<file path="src/rtl/irqArbPkg.sv">
package irqArbPkg;
  localparam int VEC_W  = 32;
  localparam int HALF_W = 16;

  // Summary flags passed from the datapath to the request control
  typedef struct packed {
    logic fastAny;    // some active fast source exists
    logic normAny;    // some active normal source exists
    logic normAbove;  // best normal priority exceeds the threshold
  } arbFlags_t;
endpackage

</file>
<file path="src/rtl/irqArbDatapath.sv">
module irqArbDatapath
  import irqArbPkg::*;
#(
  parameter int NUM_SRC = 64,
  parameter int PRIO_W  = 4,
  parameter int MASK_W  = 5
) (
  input  logic [NUM_SRC-1:0]        pendIn,
  input  logic [NUM_SRC-1:0]        enIn,
  input  logic [NUM_SRC-1:0]        fastTypeIn,
  input  logic [NUM_SRC*PRIO_W-1:0] prioIn,
  input  logic [MASK_W-1:0]         maskIn,
  output arbFlags_t                 flags,
  output logic [VEC_W-1:0]          normVector,
  output logic [VEC_W-1:0]          fastVector
);
  localparam int IDX_W = (NUM_SRC > 1) ? $clog2(NUM_SRC) : 1;
  localparam int CMP_W = (PRIO_W > MASK_W) ? PRIO_W : MASK_W;

  logic [PRIO_W-1:0]  prioOf [NUM_SRC];
  logic [NUM_SRC-1:0] actNorm;
  logic [NUM_SRC-1:0] actFast;
  logic [PRIO_W-1:0]  bestPrio;
  logic [IDX_W-1:0]   bestIdx;
  logic [IDX_W-1:0]   fastIdx;

  for (genvar g = 0; g < NUM_SRC; g++) begin : g_unpack
    assign prioOf[g] = prioIn[g*PRIO_W +: PRIO_W];
  end

  assign actNorm = pendIn & enIn & ~fastTypeIn;
  assign actFast = pendIn & enIn & fastTypeIn;

  // Upward scan with >= : a later source with equal priority replaces the earlier one
  always_comb begin
    bestPrio = '0;
    bestIdx  = '0;
    for (int i = 0; i < NUM_SRC; i++) begin
      if (actNorm[i] && (prioOf[i] >= bestPrio)) begin
        bestPrio = prioOf[i];
        bestIdx  = IDX_W'(i);
      end
    end
  end

  // Downward scan: the last hit is the lowest-numbered source
  always_comb begin
    fastIdx = '0;
    for (int i = NUM_SRC - 1; i >= 0; i--) begin
      if (actFast[i]) fastIdx = IDX_W'(i);
    end
  end

  assign flags.fastAny   = |actFast;
  assign flags.normAny   = |actNorm;
  assign flags.normAbove = CMP_W'(bestPrio) > CMP_W'(maskIn);

  assign normVector = flags.normAny ? {HALF_W'(bestIdx), HALF_W'(bestPrio)} : '1;
  assign fastVector = flags.fastAny ? VEC_W'(fastIdx) : '1;
endmodule

</file>
<file path="src/rtl/irqArbControl.sv">
module irqArbControl
  import irqArbPkg::*;
#(
  parameter int MASK_W = 5
) (
  input  logic              clk,
  input  logic              rstN,
  input  arbFlags_t         flags,
  input  logic [MASK_W-1:0] maskIn,
  output logic              fastReq,
  output logic              normReq
);
  logic maskOff;
  assign maskOff = (maskIn == {MASK_W{1'b1}});

  always_ff @(posedge clk or negedge rstN) begin
    if (!rstN) begin
      fastReq <= 1'b0;
      normReq <= 1'b0;
    end else begin
      fastReq <= flags.fastAny;
      normReq <= flags.normAny & (maskOff | flags.normAbove);
    end
  end
endmodule

</file>
<file path="src/rtl/irqArbiter.sv">
module irqArbiter
  import irqArbPkg::*;
#(
  parameter int NUM_SRC = 64,
  parameter int PRIO_W  = 4,
  parameter int MASK_W  = 5
) (
  input  logic                      clk,
  input  logic                      rstN,
  input  logic [NUM_SRC-1:0]        pendIn,
  input  logic [NUM_SRC-1:0]        enIn,
  input  logic [NUM_SRC-1:0]        fastTypeIn,
  input  logic [NUM_SRC*PRIO_W-1:0] prioIn,
  input  logic [MASK_W-1:0]         maskIn,
  output logic                      fastReq,
  output logic                      normReq,
  output logic [VEC_W-1:0]          normVector,
  output logic [VEC_W-1:0]          fastVector
);
  arbFlags_t flags;

  irqArbDatapath #(.NUM_SRC(NUM_SRC), .PRIO_W(PRIO_W), .MASK_W(MASK_W)) u_dp (
    .pendIn(pendIn), .enIn(enIn), .fastTypeIn(fastTypeIn), .prioIn(prioIn),
    .maskIn(maskIn), .flags(flags), .normVector(normVector), .fastVector(fastVector)
  );

  irqArbControl #(.MASK_W(MASK_W)) u_ctl (
    .clk(clk), .rstN(rstN), .flags(flags), .maskIn(maskIn),
    .fastReq(fastReq), .normReq(normReq)
  );
endmodule

</file>
<file path="config.mk">
export PLATFORM = sky130hd
export DESIGN_NAME = irqArbiter
export DESIGN_NICKNAME = d
export VERILOG_FILES = /design/src/rtl/irqArbPkg.sv /design/src/rtl/irqArbDatapath.sv /design/src/rtl/irqArbControl.sv /design/src/rtl/irqArbiter.sv
export SDC_FILE = /design/constraint.sdc
export NUM_CORES = 1
export LEC_CHECK = 0
export ABC_CLOCK_PERIOD_IN_PS = 112600
export BUFFER_PORTS_ARGS = -buffer_cell sky130_fd_sc_hd__buf_2
export CORE_AREA = 2 2 202 204
export CTS_BUF_LIST = sky130_fd_sc_hd__clkbuf_4 sky130_fd_sc_hd__clkbuf_8
export DETAILED_ROUTE_END_ITERATION = 8
export DIE_AREA = 0 0 204 206
export GPL_TIMING_DRIVEN = 0
export PLACE_DENSITY = 0.73
export SYNTH_ARGS = -nofsm -noshare
export SYNTH_HDL_FRONTEND = slang
export SYNTH_HIERARCHICAL = 1
export SYNTH_SLANG_ARGS = --single-unit
</file>
<file path="constraint.sdc">
create_clock -name clk -period 112.6 [get_ports clk]
set_clock_uncertainty 0.05 [all_clocks]
set_input_delay 11.26 -clock clk [delete_from_list [all_inputs] [get_ports clk]]
set_output_delay 11.26 -clock clk [all_outputs]
set_load 0.005 [all_outputs]
</file>
* Yosys cells after proc, flatten, opt, wreduce, memory -nomap -nowiden
Cells that the tools add are included. Widths: inputs -> output; s select.
Word-level totals: register bits after elaboration 2, input port bits 455
Cells by class: magnitude comparators 65, equal/unequal tests 1, multiplexer cells 193, bitwise gates (word level) 6, reductions and logical operators 66
Operator list (count):
- $mux 6 | 96
- $mux 4 | 72
- $ge 4x4->1 | 63
- $and 64x64->64 | 3
- $reduce_or 64->1 | 2
- $mux 5 | 16
- $logic_and 1x1->1 | 64
- $mux 32 | 2
- $not 64->64 | 1
- $mux 3 | 4
- $eq 5x5->1 const B | 1
- $gt 4x5->1 | 1
- $ge 4x1->1 const B | 1
- $mux 2 | 2
- $and 1x1->1 | 1
- $mux 1 | 1
- $or 1x1->1 | 1

* Logic depth before layout (Yosys ltp)
Gate-level depths: netlist of the first run.
word-level depth 196, gate-level depth with buffers 521, depth with buffers taken out 510

* Modules after synthesis
Netlist of the first run, hierarchy kept.
By module, submodules not included:
- irqArbDatapath | times used 1, cells an instance 2309, area each 15148.3 µm²
- irqArbControl | times used 1, cells an instance 6, area each 68.8 µm²

* Least setup slack after synthesis of the first run
OpenSTA, ideal clock, no wires.
kind input -> output, start point input pendIn[0], end point output normVector[21], data arrival time 108174 ps, path slack -6884 ps, stages 485, cell sequence and3b_1 > buf_4 > and2_1 > ha_1 > nor3b_2 > o21ai_2 > nand2_1 > o21ai_0 > ha_1 > nand2b_1 > a21oi_1 > o21a_1 > o31a_2 > mux2_2 > ha_1 > nand2b_1 > a21o_1 > a31oi_1 > [449 not listed] > a21o_1 > a21oi_1 > nor2b_1 > o21ai_1 > inv_1 > a21oi_1 > a22oi_2 > ha_1 > nand2b_1 > a21o_1 > a21o_1 > a21oi_1 > nor3_1 > nor2_1 > nand2_1 > or3_1 > or3_1 > or3_1
On the way: cells in the longest elaborated chain, start to end 194, elaborated cells on any way between the ends 226, classes of those cells 63 x order compare; 96 x mux; 2 x bitwise; 65 x reduce/logical
RTL lines:
- start, declared | line irqArbiter.sv:10 | input logic [NUM_SRC-1:0] pendIn,
- $and 64x64->64 (*) (2 in series) | line irqArbDatapath.sv:31 | assign actNorm = pendIn & enIn & ~fastTypeIn;
- $logic_and 1x1->1 | line irqArbDatapath.sv:39 | if (actNorm[i] && (prioOf[i] >= bestPrio)) begin
- $mux 4 | line irqArbDatapath.sv:39
- $ge 4x4->1 | line irqArbDatapath.sv:39
- $logic_and 1x1->1 | line irqArbDatapath.sv:39
- $mux 4 | line irqArbDatapath.sv:39
- $ge 4x4->1 | line irqArbDatapath.sv:39
- $logic_and 1x1->1 | line irqArbDatapath.sv:39
- [177 not listed]
- $mux 4 | line irqArbDatapath.sv:39
- $ge 4x4->1 | line irqArbDatapath.sv:39
- $logic_and 1x1->1 | line irqArbDatapath.sv:39
- $mux 4 | line irqArbDatapath.sv:39
- $ge 4x4->1 | line irqArbDatapath.sv:39
- $logic_and 1x1->1 | line irqArbDatapath.sv:39
- $mux 6 | line irqArbDatapath.sv:39
- $mux 32 (*) | line irqArbDatapath.sv:58 | assign normVector = flags.normAny ? {HALF_W'(bestIdx), HALF_W'(bestPrio)} : '1;
- end, declared | line irqArbiter.sv:17 | output logic [VEC_W-1:0] normVector,
Mark *: on every way between the ends. The rest lies on a longest branch, timed or not.

* Worst setup path in the final report of the first run
start point input enIn[0], end point output normVector[21]
On the way: cells in the longest elaborated chain, start to end 194, elaborated cells on any way between the ends 226, classes of those cells 63 x order compare; 96 x mux; 2 x bitwise; 65 x reduce/logical
RTL lines:
- start, declared | line irqArbiter.sv:11 | input logic [NUM_SRC-1:0] enIn,
- $and 64x64->64 (*) (2 in series) | line irqArbDatapath.sv:31
- $logic_and 1x1->1 | line irqArbDatapath.sv:39
- $mux 4 | line irqArbDatapath.sv:39
- $ge 4x4->1 | line irqArbDatapath.sv:39
- $logic_and 1x1->1 | line irqArbDatapath.sv:39
- $mux 4 | line irqArbDatapath.sv:39
- $ge 4x4->1 | line irqArbDatapath.sv:39
- $logic_and 1x1->1 | line irqArbDatapath.sv:39
- [177 not listed]
- $mux 4 | line irqArbDatapath.sv:39
- $ge 4x4->1 | line irqArbDatapath.sv:39
- $logic_and 1x1->1 | line irqArbDatapath.sv:39
- $mux 4 | line irqArbDatapath.sv:39
- $ge 4x4->1 | line irqArbDatapath.sv:39
- $logic_and 1x1->1 | line irqArbDatapath.sv:39
- $mux 6 | line irqArbDatapath.sv:39
- $mux 32 (*) | line irqArbDatapath.sv:58
Marks and branches as above.

==> impl_metrics.env, run 1 <==
export IMPL_outcome="complete, but fails checks"
export IMPL_violated_checks="setup timing"
export IMPL_synth_compound_area_share=0.382
export IMPL_drt_first_pass_iters=6
export IMPL_detail_route_wl_per_cell_um=20.5
export IMPL_groute_usage_overall=0.319
export IMPL_floorplan_die_area_um2=42000
export IMPL_starting_utilization_of_the_core_area=0.379
export IMPL_synth_area_um2=15200
export IMPL_drtIter0Drc=1476
export IMPL_ys_dominant_reg_cell="sky130_fd_sc_hd__dfrtp_1"
export IMPL_vias=21582
export IMPL_ys_top_cells_by_area="sky130_fd_sc_hd__ha_1, sky130_fd_sc_hd__nand2_1, sky130_fd_sc_hd__nor2_1, sky130_fd_sc_hd__a21oi_1, sky130_fd_sc_hd__o21ai_0"
export IMPL_max_cap_viol=0
export IMPL_die_width_um=204
export IMPL_max_slew_margin_rel=0.191
export IMPL_finalSetupViolations=10
export IMPL_grt_overflow_total=0
export IMPL_critPathRequiredTime_ns=101.29
export IMPL_cts_root_buf="sky130_fd_sc_hd__clkbuf_8"
export IMPL_area_growth_pct=56.2
export IMPL_floorplan_die_height_um=206
export IMPL_vias_per_cell=5.93
export IMPL_register_bit_total_from_synthesis=2
export IMPL_tightestPinTransition_ns=1.20
export IMPL_numCtsBuffers=3
export IMPL_cts_reportedPaths_clkPinSlew_ns=0.03
export IMPL_via_count_of_the_first_global_routing_pass=20036
export IMPL_drc=0
export IMPL_floorplan_rows=74
export IMPL_synth_sequential_area_ratio=0.00329
export IMPL_muxShareOfSynthArea=0.0758
export IMPL_post_synth_top_count_cell="sky130_fd_sc_hd__nand2_1"
export IMPL_drive_gt1_frac=0.462
export IMPL_min_period_ns=116.39
export IMPL_syn_instance_count=2315
export IMPL_synth_simple_area_share=0.312
export IMPL_initial_antenna_violation_count=14
export IMPL_timing_critical_path_mode_cell="sky130_fd_sc_hd__nand2b_4"
export IMPL_synth_distinct_cells=130
export IMPL_rsz0062_at_grt="yes"
export IMPL_finish_cell_count_without_fillers=3639
export IMPL_hold_violations=0
export IMPL_synth_avg_cell_area_um2=6.57
export IMPL_critPathCaptureType="output port"
export IMPL_finalWirelength_um=74500
export IMPL_final_antenna_net_count=0
export IMPL_routabilityCongestion=0.987
export IMPL_synth_top_area_cell="sky130_fd_sc_hd__ha_1"
export IMPL_final_critical_path_setup_slack_ns=-3.79
export IMPL_post_synthesis_net_count=2924
export IMPL_grt_max_degree=27
export IMPL_ys_async_sr_fraction=1.00
export IMPL_hold_path_class="input pin to asynchronous set/reset pin"
export IMPL_timing_critical_path_from_type="input pin"
export IMPL_cts_buffer_depth=2
export IMPL_clock_tree_from_tritoncts="yes"
export IMPL_worst_path_max_delay_cell="sky130_fd_sc_hd__a2111o_1"
export IMPL_place_inst=3363
export IMPL_post_synth_xor_area_fraction=0
export IMPL_synth_top_family_by_area="compound AO/OA/AOI/OAI gates"
export IMPL_top_area_cell_type_share_of_the_netlist_area=0.127
export IMPL_io_pin_count=521
export IMPL_largest_stage_delay_worst_path_ns=0.45
export IMPL_preCtsSetupSlack_ns=-10.08
export IMPL_finalMaxSlewViolations=0
export IMPL_synth_edf_count=0
export IMPL_worst_setup_path_type="input pin to output port"
export IMPL_cts_hold_fix_buffers=0
export IMPL_place_port_buffers=516
export IMPL_crit_path_max_fanout=8
export IMPL_global_route_wire_length_before_repair_um=107000
export IMPL_worstPathArrival_ns=105.08
export IMPL_synth_adder_area_share=0.149
export IMPL_final_period_utilization=1.03
export IMPL_floorplan_core_area_um2=40200
export IMPL_place_detailed_hpwl_um=60600
export IMPL_yosysWarnings=6
export IMPL_cts_htree_levels=1
export IMPL_clock_sinks=2
export IMPL_design_final_nets=3707
export IMPL_top_post_synthesis_cells_by_count="sky130_fd_sc_hd__nand2_1, sky130_fd_sc_hd__nor2_1, sky130_fd_sc_hd__inv_1"
export IMPL_max_freq_mhz=8.59
## logic make-up (layout without fill, tap and decap cells)
family                   Yosys count  in the layout
AO/OA/AOI/OAI                    803            803
adder cells (fa/ha/maj)          188            188
buffers and inverters            256           1037
flip-flops                         2              2
multiplexers                     100            100
other                              0             11
AND/OR/NAND/NOR                  966            966
## through the flow
| stage | hold WS (ns) | utilization | TNS, ns | cell area [um^2] |
|---|---|---|---|---|
| finish | 10.78 | 0.592 | -31.77 | 23800 |
| floorplan | 10.91 | - | 0 | 16800 |
| detailed placement | 11.00 | 0.500 | -92.54 | 20100 |
| global route | 10.78 | 0.591 | -62.49 | 23800 |
| CTS | 10.78 | 0.535 | -35.12 | 21500 |
| global placement | 11.00 | 0.500 | -80.80 | 20100 |
## timing repair
item                       CTS  global route
resized for setup           91           234
pin swaps                   79           268
buffers inserted           125           141
setup endpoints to repair   10            10
gates cloned                 0             0
## worst paths after layout
check	startpoint	to	slack, ns	cells after the start
min	rstN	u_ctl/normReq	10.78	1
max	enIn[0]	normVector[21]	-3.79	496
max in group asynchronous	rstN	u_ctl/fastReq	101.62	1
min in group clk	maskIn[3]	u_ctl/normReq	11.28	3
## layout by cell type, fill, tap and decap left out, types with 29 or more instances in the layout
cell type                  netlist  final
sky130_fd_sc_hd__ha_4            0     58
sky130_fd_sc_hd__mux2_4         12     48
sky130_fd_sc_hd__inv_1         189    180
sky130_fd_sc_hd__nand2_1       277    259
sky130_fd_sc_hd__ha_1          154     93
sky130_fd_sc_hd__a21o_1         39     38
sky130_fd_sc_hd__a21oi_2         5     34
sky130_fd_sc_hd__nor2_1        227    192
sky130_fd_sc_hd__o21ai_2         9     31
sky130_fd_sc_hd__o21a_1         45     39
sky130_fd_sc_hd__and2_1         50     40
sky130_fd_sc_hd__buf_4          48    299
sky130_fd_sc_hd__and3_1         53     49
sky130_fd_sc_hd__buf_2           1    512
sky130_fd_sc_hd__o21ai_0       144    107
sky130_fd_sc_hd__a21oi_1       152    107
sky130_fd_sc_hd__nand2b_4        0     60
sky130_fd_sc_hd__nand3_1        80     77
sky130_fd_sc_hd__nor3_1         36     30
sky130_fd_sc_hd__o211ai_1       40     40
sky130_fd_sc_hd__o21ai_1        25     30
sky130_fd_sc_hd__a31oi_1        54     42
sky130_fd_sc_hd__maj3_2          5     29
## metal layers
| layer | track usage | part of all wire |
|---|---|---|
| met1 | 0.390 | 0.40 |
| met2 | 0.565 | 0.48 |
| met3 | 0.0377 | 0.074 |
| met4 | 0.131 | 0.049 |
| met5 | 0 | 0.00051 |
## critical path, delay by kind of cell
kind / cells / cell delay, ns
buffers and inverters: 24 / 2.73
multiplexers: 44 / 14.55
AND/OR/NAND/NOR: 148 / 19.67
adder cells (fa/ha/maj): 87 / 22.46
AO/OA/AOI/OAI: 193 / 34.33
## final cells by class
type | instances | area, um^2
antenna | 11 | 27.5
timing repair buffer | 781 | 4650
tap | 532 | 666
buffer | 62 | 468
inverter | 191 | 719
fill | 3669 | 16400
clock buffer | 3 | 41.3
multi-input combinational | 2057 | 17100
sequential | 2 | 50.0
## sequential cells by signal, summed over array words and instances (netlist names)
register and cells:
u_ctl/fastReq 1, u_ctl/normReq 1
Power of run 1 is not shown: default switching activity piles up to over one toggle a cycle in this logic, so the estimate is an artifact.
==> inputs of run 2 (changes only) <==
Settings changed: SKIP_CTS_REPAIR_TIMING set to 1.
==> run 2 against run 1 <==
- the flow still finishes with violations (setup timing)
- critical path depth shrank 4
- final area is 1.5% lower
- wire length down 1.7%
- fmax is 1.0% lower
- die area did not move
- worst setup slack lost 1.2 ns
- global-route usage is 1.4 points lower
- sequential share of layout area barely moved
- first-iteration DRC count shrank 1.5%
- flip-flop and latch count is the same
- count of clock-buffer cells in the layout unchanged
- cell count is 1.5% lower
==> impl_metrics.env, run 2 (synthesized netlist as in run 1, its figures left out) <==
export IMPL_outcome="complete, but fails checks"
export IMPL_violated_checks="setup timing"
export IMPL_tightestPinTransition_ns=1.09
export IMPL_cpLargestDelayFamily="compound AO/OA/AOI/OAI gates"
export IMPL_crit_path_max_fanout=8
export IMPL_preCtsSetupSlack_ns=-10.08
export IMPL_rsz0062_at_grt="yes"
export IMPL_die_width_um=204
export IMPL_finalWirelength_um=73200
export IMPL_groute_usage_overall=0.305
export IMPL_critPathCaptureType="output port"
export IMPL_clock_tree_from_tritoncts="yes"
export IMPL_finalMaxSlewViolations=0
export IMPL_largest_stage_delay_worst_path_ns=0.42
export IMPL_timing_critical_path_from_type="input pin"
export IMPL_registers_with_the_highest_flip_flop_counts="u_ctl/fastReq (1), u_ctl/normReq (1)"
export IMPL_final_antenna_net_count=0
export IMPL_worstPathArrival_ns=106.26
export IMPL_floorplan_core_area_um2=40200
export IMPL_final_period_utilization=1.04
export IMPL_grt_overflow_total=0
export IMPL_clock_sinks=2
export IMPL_floorplan_die_area_um2=42000
export IMPL_max_slew_margin_rel=0.264
export IMPL_cts_buffer_depth=2
export IMPL_io_pin_count=521
export IMPL_finish_cell_count_without_fillers=3585
export IMPL_worst_path_max_delay_cell="sky130_fd_sc_hd__o41ai_4"
export IMPL_vias=21368
export IMPL_cts_root_buf="sky130_fd_sc_hd__clkbuf_8"
export IMPL_final_critical_path_setup_slack_ns=-4.97
export IMPL_routabilityCongestion=0.987
export IMPL_max_cap_viol=0
export IMPL_hold_path_class="input pin to asynchronous set/reset pin"
export IMPL_cts_reportedPaths_clkPinSlew_ns=0.03
export IMPL_max_freq_mhz=8.51
export IMPL_drive_gt1_frac=0.449
export IMPL_floorplan_die_height_um=206
export IMPL_starting_utilization_of_the_core_area=0.379
export IMPL_floorplan_rows=74
export IMPL_min_period_ns=117.57
export IMPL_drc=0
export IMPL_place_port_buffers=516
export IMPL_detail_route_wl_per_cell_um=20.4
export IMPL_drt_first_pass_iters=6
export IMPL_cts_htree_levels=1
export IMPL_layout_commonest_cell="sky130_fd_sc_hd__buf_2"
export IMPL_finalSetupViolations=10
export IMPL_hold_violations=0
export IMPL_area_growth_pct=53.8
export IMPL_vias_per_cell=5.96
export IMPL_grt_max_degree=27
export IMPL_via_count_of_the_first_global_routing_pass=19091
export IMPL_place_inst=3363
export IMPL_timing_critical_path_depth=492
export IMPL_timing_critical_path_mode_cell="sky130_fd_sc_hd__nand2b_4"
export IMPL_finalHoldWorstSlack_ns=10.78
export IMPL_worstPathBufferInverterCount=24
export IMPL_worst_setup_path_type="input pin to output port"
export IMPL_global_route_wire_length_before_repair_um=102000
export IMPL_place_detailed_hpwl_um=60600
export IMPL_drtIter0Drc=1454
export IMPL_design_final_nets=3653
export IMPL_critPathRequiredTime_ns=101.29
export IMPL_numCtsBuffers=3
export IMPL_final_cell_mix="sky130_fd_sc_hd__buf_2, sky130_fd_sc_hd__nand2_1, sky130_fd_sc_hd__buf_4"
export IMPL_initial_antenna_violation_count=17
-- run 2: changes by cell type in the layout (fill, tap and decap cells not counted), sizes merged --
cell / before / now
buf: 834 / 779
clkbuf: 12 / 13
-- run 2: per-stage QoR --
step	util	instance area [um^2]	setup TNS (ns)
floorplan	-	16800	0
global placement	0.500	20100	-80.80
detailed placement	0.500	20100	-92.54
CTS	0.501	20100	-95.21
global route	0.582	23400	-73.02
finish	0.582	23400	-43.65
-- run 2: final timing paths --
check	start	end	slack (ns)
worst max-delay path	enIn[0]	normVector[21]	-4.97
worst min-delay path	rstN	u_ctl/normReq	10.78
max in group asynchronous	rstN	u_ctl/fastReq	101.62
min in group clk	maskIn[2]	u_ctl/normReq	11.29
-- run 2: area by class of cell --
type                            count  area (um^2)
Tap cell                          532          666
Clock buffer                        3         41.3
Fill cell                        3732        16800
Multi-Input combinational cell   2057        17200
Antenna cell                       11         27.5
Inverter                          191          722
Timing Repair Buffer              727         4260
Sequential cell                     2         50.0
Buffer                             62          472
-- run 2: routing by layer --
metal | wire length [um] | track usage | vias up
li1 | - | - | 10079
met1 | 29100 | 0.377 | 10030
met2 | 34700 | 0.534 | 1037
met3 | 5610 | 0.0396 | 216
met4 | 3690 | 0.124 | 6
met5 | 33 | 0 | -
Power of run 2 is left out for the same reason.
